## src/rtl/cvsd_pkg.sv

```systemverilog
package cvsd_pkg;

    // Run detector state: drives the syllabic filter direction.
    typedef enum logic {
        MODE_DISCHARGE = 1'b0,
        MODE_CHARGE    = 1'b1
    } syl_mode_e;

endpackage

```

## src/rtl/cvsd_history.sv

```systemverilog
module cvsd_history
    import cvsd_pkg::*;
(
    input  logic       clk,
    input  logic       rst,
    input  logic       bit_in,
    output logic [2:0] hist_o,
    output syl_mode_e  mode_o
);

    logic [2:0] hist_q;
    logic [1:0] fill_q;
    syl_mode_e  mode_q, mode_n;
    logic       run_seen;

    // History register and fill counter (saturates once three bits are held).
    always_ff @(posedge clk) begin
        if (rst) begin
            hist_q <= 3'b000;
            fill_q <= 2'd0;
        end else begin
            hist_q <= {hist_q[1:0], bit_in};
            if (fill_q != 2'd3) fill_q <= fill_q + 2'd1;
        end
    end

    assign run_seen = (fill_q == 2'd3) && ((hist_q == 3'b000) || (hist_q == 3'b111));

    // State register.
    always_ff @(posedge clk) begin
        if (rst) mode_q <= MODE_DISCHARGE;
        else     mode_q <= mode_n;
    end

    // Next state.
    always_comb begin
        mode_n = MODE_DISCHARGE;
        unique case (mode_q)
            MODE_DISCHARGE: mode_n = run_seen ? MODE_CHARGE : MODE_DISCHARGE;
            MODE_CHARGE:    mode_n = run_seen ? MODE_CHARGE : MODE_DISCHARGE;
            default:        mode_n = MODE_DISCHARGE;
        endcase
    end

    assign hist_o = hist_q;
    assign mode_o = mode_q;

    // the charge state implies the newest bit matched on the three prior edges
    a_r3_overload_after_run: assert property (@(posedge clk) disable iff (rst)
        (mode_q == MODE_CHARGE) |->
            (($past(hist_q[0], 1) == $past(hist_q[0], 2)) &&
             ($past(hist_q[0], 2) == $past(hist_q[0], 3))));

    // no run flag until three bits were shifted in since reset
    a_r3_needs_full_history: assert property (@(posedge clk) disable iff (rst)
        (mode_q == MODE_CHARGE) |-> $past(fill_q) == 2'd3);

endmodule

```

## src/rtl/cvsd_syllabic.sv

```systemverilog
module cvsd_syllabic
    import cvsd_pkg::*;
#(
    parameter int MAX_STEP = 1024,
    parameter int FRAC     = 8,
    parameter int K_SLOW   = 6,
    parameter int K_FAST   = 7,
    localparam int STEP_W  = $clog2(MAX_STEP + 1)
) (
    input  logic              clk,
    input  logic              rst,
    input  logic              rate_sel,
    input  syl_mode_e         mode_i,
    output logic [STEP_W-1:0] step_o
);

    localparam int SW = $clog2(MAX_STEP) + FRAC + 1;
    localparam logic [SW-1:0]     SMAX  = SW'(MAX_STEP * (2 ** FRAC));
    localparam logic [STEP_W-1:0] FLOOR = STEP_W'(MAX_STEP / 16);

    logic [SW-1:0] syl_q, syl_n, gap, inc, dec, raw;
    int unsigned   kshift;

    assign kshift = rate_sel ? K_FAST : K_SLOW;
    assign gap    = SMAX - syl_q;
    assign inc    = gap >> kshift;
    assign dec    = syl_q >> kshift;

    always_comb begin
        syl_n = syl_q;
        unique case (mode_i)
            MODE_CHARGE:    syl_n = syl_q + inc;
            MODE_DISCHARGE: syl_n = syl_q - dec;
            default:        syl_n = syl_q;
        endcase
    end

    always_ff @(posedge clk) begin
        if (rst) syl_q <= '0;
        else     syl_q <= syl_n;
    end

    assign raw    = syl_q >> FRAC;
    assign step_o = (raw < SW'(FLOOR)) ? FLOOR : raw[STEP_W-1:0];

    // charging never lowers the syllabic state
    a_r4_charge_no_fall: assert property (@(posedge clk) disable iff (rst)
        (mode_i == MODE_CHARGE) |=> syl_q >= $past(syl_q));

    // discharging never raises the syllabic state
    a_r4_discharge_no_rise: assert property (@(posedge clk) disable iff (rst)
        (mode_i == MODE_DISCHARGE) |=> syl_q <= $past(syl_q));

    // the state never passes full scale
    a_r6_within_full_scale: assert property (@(posedge clk) disable iff (rst)
        syl_q <= SMAX);

endmodule

```

## src/rtl/cvsd_integrator.sv

```systemverilog
module cvsd_integrator #(
    parameter int W      = 16,
    parameter int STEP_W = 11,
    parameter int LEAK   = 8
) (
    input  logic                clk,
    input  logic                rst,
    input  logic                up_i,
    input  logic [STEP_W-1:0]   step_i,
    output logic signed [W-1:0] recon_o
);

    localparam int XW = W + 2;
    localparam logic signed [XW-1:0] HI = XW'((2 ** (W - 1)) - 1);
    localparam logic signed [XW-1:0] LO = -HI - XW'(1);

    logic signed [W-1:0]  recon_q, recon_n;
    logic signed [XW-1:0] r_x, step_x, sum_x;

    assign r_x    = XW'(recon_q);
    assign step_x = $signed({{(XW - STEP_W){1'b0}}, step_i});
    assign sum_x  = r_x - (r_x >>> LEAK) + (up_i ? step_x : -step_x);

    always_comb begin
        if (sum_x > HI)      recon_n = HI[W-1:0];
        else if (sum_x < LO) recon_n = LO[W-1:0];
        else                 recon_n = sum_x[W-1:0];
    end

    always_ff @(posedge clk) begin
        if (rst) recon_q <= '0;
        else     recon_q <= recon_n;
    end

    assign recon_o = recon_q;

    // from a negative estimate an up-step always raises it
    a_r7_up_from_negative: assert property (@(posedge clk) disable iff (rst)
        (up_i && recon_q < 0) |=> recon_q > $past(recon_q));

    // from a positive estimate a down-step always lowers it
    a_r7_down_from_positive: assert property (@(posedge clk) disable iff (rst)
        (!up_i && recon_q > 0) |=> recon_q < $past(recon_q));

endmodule

```

## src/rtl/cvsd_encoder.sv

```systemverilog
module cvsd_encoder
    import cvsd_pkg::*;
#(
    parameter int W        = 16,
    parameter int MAX_STEP = 1024,
    parameter int FRAC     = 8,
    parameter int K_SLOW   = 6,
    parameter int K_FAST   = 7,
    parameter int LEAK     = 8,
    localparam int STEP_W  = $clog2(MAX_STEP + 1)
) (
    input  logic                clk,
    input  logic                rst,
    input  logic                rate_sel,
    input  logic signed [W-1:0] sample_in,
    output logic                bit_out,
    output logic                overload,
    output logic [STEP_W-1:0]   step_mag,
    output logic signed [W-1:0] recon
);

    logic        cmp_bit;
    logic [2:0]  hist;
    syl_mode_e   mode;

    assign cmp_bit = (sample_in > recon);

    cvsd_history u_hist (
        .clk    (clk),
        .rst    (rst),
        .bit_in (cmp_bit),
        .hist_o (hist),
        .mode_o (mode)
    );

    cvsd_syllabic #(
        .MAX_STEP (MAX_STEP),
        .FRAC     (FRAC),
        .K_SLOW   (K_SLOW),
        .K_FAST   (K_FAST)
    ) u_syl (
        .clk      (clk),
        .rst      (rst),
        .rate_sel (rate_sel),
        .mode_i   (mode),
        .step_o   (step_mag)
    );

    cvsd_integrator #(
        .W      (W),
        .STEP_W (STEP_W),
        .LEAK   (LEAK)
    ) u_int (
        .clk     (clk),
        .rst     (rst),
        .up_i    (cmp_bit),
        .step_i  (step_mag),
        .recon_o (recon)
    );

    assign bit_out  = hist[0];
    assign overload = (mode == MODE_CHARGE);

    // the output bit is the comparison made at the previous edge
    a_r2_bit_is_comparison: assert property (@(posedge clk) disable iff (rst)
        !$past(rst) |-> bit_out == $past(sample_in > recon));

endmodule

```

## config.mk

```make
export PLATFORM = sky130hd
export DESIGN_NAME = cvsd_encoder
export DESIGN_NICKNAME = d
export VERILOG_FILES = /design/src/rtl/cvsd_pkg.sv /design/src/rtl/cvsd_history.sv /design/src/rtl/cvsd_syllabic.sv /design/src/rtl/cvsd_integrator.sv /design/src/rtl/cvsd_encoder.sv
export SDC_FILE = /design/constraint.sdc
export NUM_CORES = 1
export LEC_CHECK = 0
export BUFFER_PORTS_ARGS = -buffer_cell sky130_fd_sc_hd__buf_2
export CAP_MARGIN = 20
export CORE_MARGIN = 2
export CORE_UTILIZATION = 45
export DETAILED_ROUTE_END_ITERATION = 8
export GPL_TIMING_DRIVEN = 0
export PLACE_DENSITY = 0.61
export RECOVER_POWER = 25
export SETUP_SLACK_MARGIN = 0.15
export SKIP_LAST_GASP = 1
export SLEW_MARGIN = 20
export SYNTH_ARGS = -nofsm -noshare
export SYNTH_HDL_FRONTEND = slang
export SYNTH_SLANG_ARGS = --single-unit
```

## constraint.sdc

```tcl
create_clock -name clk -period 13.25 [get_ports clk]
set_input_delay 0.6625 -clock clk [delete_from_list [all_inputs] [get_ports clk]]
set_output_delay 0.6625 -clock clk [all_outputs]
set_load 0.05 [all_outputs]
```

==> results.cfg <==
[grt]
antenna_found_initial = 0
met2_usage = 0.411
grt_pass1_vias = 4513
grt_use_met3 = 0.0273
track_usage = 0.218
grt_max_degree = 15
use_met1 = 0.251
grt_busiest_layer = met2
grt_overflow = 0
grt_pass1_wl_um = 20800

[floorplan]
start_util = 0.461
core_region_area_um2 = 10800
die_area_um2 = 12000
core.rowCount = 38
fp.dieW_um = 109
ios = 48
die_h_um = 109

[synthesis]
avgSynthCellArea_um2 = 7.82
synth_edf_count = 0
ys_top_cells_by_area = ha_1 17%, dfxtp_1 16%, xnor2_1 7.4%
synth_cell_type_count = 76
yosysTopAreaCell = ha_1
syn_nets = 731
synthFlopType = dfxtp_1
synthCells = 640
async_reset_ff_frac = 0
synth.yosys.warnings = 0
synth_seq_cells = 41
synth_top_area_frac = 0.173
seq_area_frac_synth = 0.164
syn_area_um2 = 5000

[placed_design]
io_buffers = 47
dpl_cell_area_um2 = 5410
dp_hpwl_um = 10200
routabilityCongestion = 0.851

[worst_setup_path]
cp-start-kind = register
worstSetupPathType = register to register
timing.rr.end = u_int.recon_o[12]$_SDFF_PP0_
reg2reg_slack_ns = 7.62
worstPathMaxFanout = 10
r2r-start = u_int.recon_o[15]$_SDFF_PP0_
arrival_ns = 5.90
r2r.worst_path.cells = 20
cp.required_ns = 13.52
end_kind = register

[cells_and_area]
antenna_cells = 0
final_cell_area_um2 = 5510
final_util = 0.508
drive_gt1_frac = 0.118
fin_nets = 785
area_growth_pct = 10.2
n_fill_cell = 1098

[timing]
worst_slew_pin_slew_ns = 0.601
tns_ns = 0
setup_viol_count_final = 0
finalMaxSlewViolations = 0
clock_skew_ns = 0.0103
finalCriticalPeriod_ns = 5.63
slew_headroom = 0.598
fin_crit_sh = 0.425
clock.fmax_ghz = 0.178
rsz0062_at_grt = no
hold_viol_final = 0

[detailed_routing]
wl_per_cell_um = 14.9
drtIter0Drc = 233
viasPerCell = 5.61
drc = 0
antenna_left = 0
vias = 4686
drt_wl_total_um = 12500
dr.pass1.iters = 5

[clock_network]
htree_levels = 2
cts_tree = yes
cts_root_buffer = clkbuf_8
clk_pin_slew_ns = 0.09
cts_made_buffers = 5
cts_resized = 0
clkSinkCount = 41
hold_buffers = 0
clk_latency_ns = 0.32
clk_path_buf_depth = 2
cts_post_setup_buffers_inserted = 0

[hold_path]
worstHoldEndpoint = u_hist.mode_o$_SDFF_PP0_
hp-class = register to register
hold_depth = 2
min_from = u_hist.hist_o[2]$_SDFF_PP0_

[run]
cap_violations = 0

[run_status]
status = completed
flip-flops by register name, indices dropped and copies added, names as in the netlist:
name,flops
u_int.recon_o,16
u_syl.syl_q,19
u_hist.mode_o,1
u_hist.hist_o,3
u_hist.fill_q,2
cell usage in the layout, fill, tap and decap left out, types with 19 or more instances in the layout:
cell type / count
dfxtp_1: 41
xnor2_1: 42
nor3_1: 19
xor2_1: 21
clkbuf_1: 33
nand2_1: 47
a21oi_1: 51
inv_1: 35
ha_1: 69
buf_2: 37
o21ai_0: 30
nor2_1: 62
per-layer routing:
| layer | up-vias | share of wire |
|---|---|---|
| met1 | 2156 | 0.44 |
| met3 | 17 | 0.032 |
| met4 | 0 | 0.022 |
| li1 | 2420 | - |
| met5 | - | 0 |
| met2 | 93 | 0.50 |
worst max-delay path by stage:
stage	start	slack, ns	to	depth (start not counted)
2_1_floorplan	u_int.recon_o[15]$_SDFF_PP0_	8.09	u_int.recon_o[10]$_SDFF_PP0_	20
3_3_place_gp	sample_in[15]	7.40	u_int.recon_o[13]$_SDFF_PP0_	20
3_5_place_dp	sample_in[15]	7.36	u_int.recon_o[12]$_SDFF_PP0_	20
4_1_cts	u_int.recon_o[15]$_SDFF_PP0_	7.51	u_int.recon_o[12]$_SDFF_PP0_	20
5_1_grt	u_int.recon_o[15]$_SDFF_PP0_	7.14	u_int.recon_o[6]$_SDFF_PP0_	20
6_report	u_int.recon_o[15]$_SDFF_PP0_	7.62	u_int.recon_o[12]$_SDFF_PP0_	20
logic make-up after synthesis:
| kind of cell | Yosys count | synth area share |
|---|---|---|
| AOI/OAI and AO/OA | 197 | 0.280 |
| and+or+nand+nor | 193 | 0.189 |
| adders and majority gates | 72 | 0.185 |
| buffers and inverters | 66 | 0.0540 |
| xor gates and xnor gates | 64 | 0.114 |
| DFF | 41 | 0.164 |
| muxes | 7 | 0.0143 |
per-stage QoR:
step | setup WS [ns] | hold WS (ns) | instances
floorplan | 8.09 | 0.444 | 640
CTS | 7.51 | 0.481 | 835
global placement | 7.40 | 0.456 | 827
finish | 7.62 | 0.476 | 835
global route | 7.14 | 0.515 | 835
detailed placement | 7.36 | 0.467 | 827
critical path, stage by stage, from the launching register on:
cell      delay [ns]
dfxtp_1         0.34
inv_1           0.18
ha_1            0.34
buf_4           0.17
nand4_2         0.18
nor4_4          0.37
a21oi_2         0.16
o211ai_2        0.39
clkbuf_1        0.44
o21ai_0         0.26
fa_1            0.52
a211oi_1        0.33
o21ai_0         0.20
a41o_1          0.29
a21o_1          0.23
o22a_1          0.23
xor2_1          0.18
nor2_1          0.10
nor3_4          0.37
buf_6           0.20
a21o_2          0.10
cell usage after synthesis (all sizes together) (8+ instances only):
master,count
clkbuf,20
o21a,8
dfxtp,41
a21oi,56
xor2,21
nor2,63
ha,69
nor3,20
nor2b,12
nand3,12
xnor2,43
buf,10
o211ai,12
o21ai,31
a21o,26
inv,35
nand2,47
cell type report:
class / count / area (um2) / area share
multi-input cells: 533 / 3910 / 0.710
flip-flops and latches: 41 / 821 / 0.149
repair buffers: 47 / 219 / 0.0397
well taps: 140 / 175 / 0.0318
plain buffers: 30 / 135 / 0.0245
inverters: 36 / 135 / 0.0245
clock buffers: 5 / 68.8 / 0.0125
clock inverters: 3 / 46.3 / 0.00840
Power is left out: the tool's default activity adds up to more than one toggle a clock period on the data nets, which glitch-free logic cannot reach.
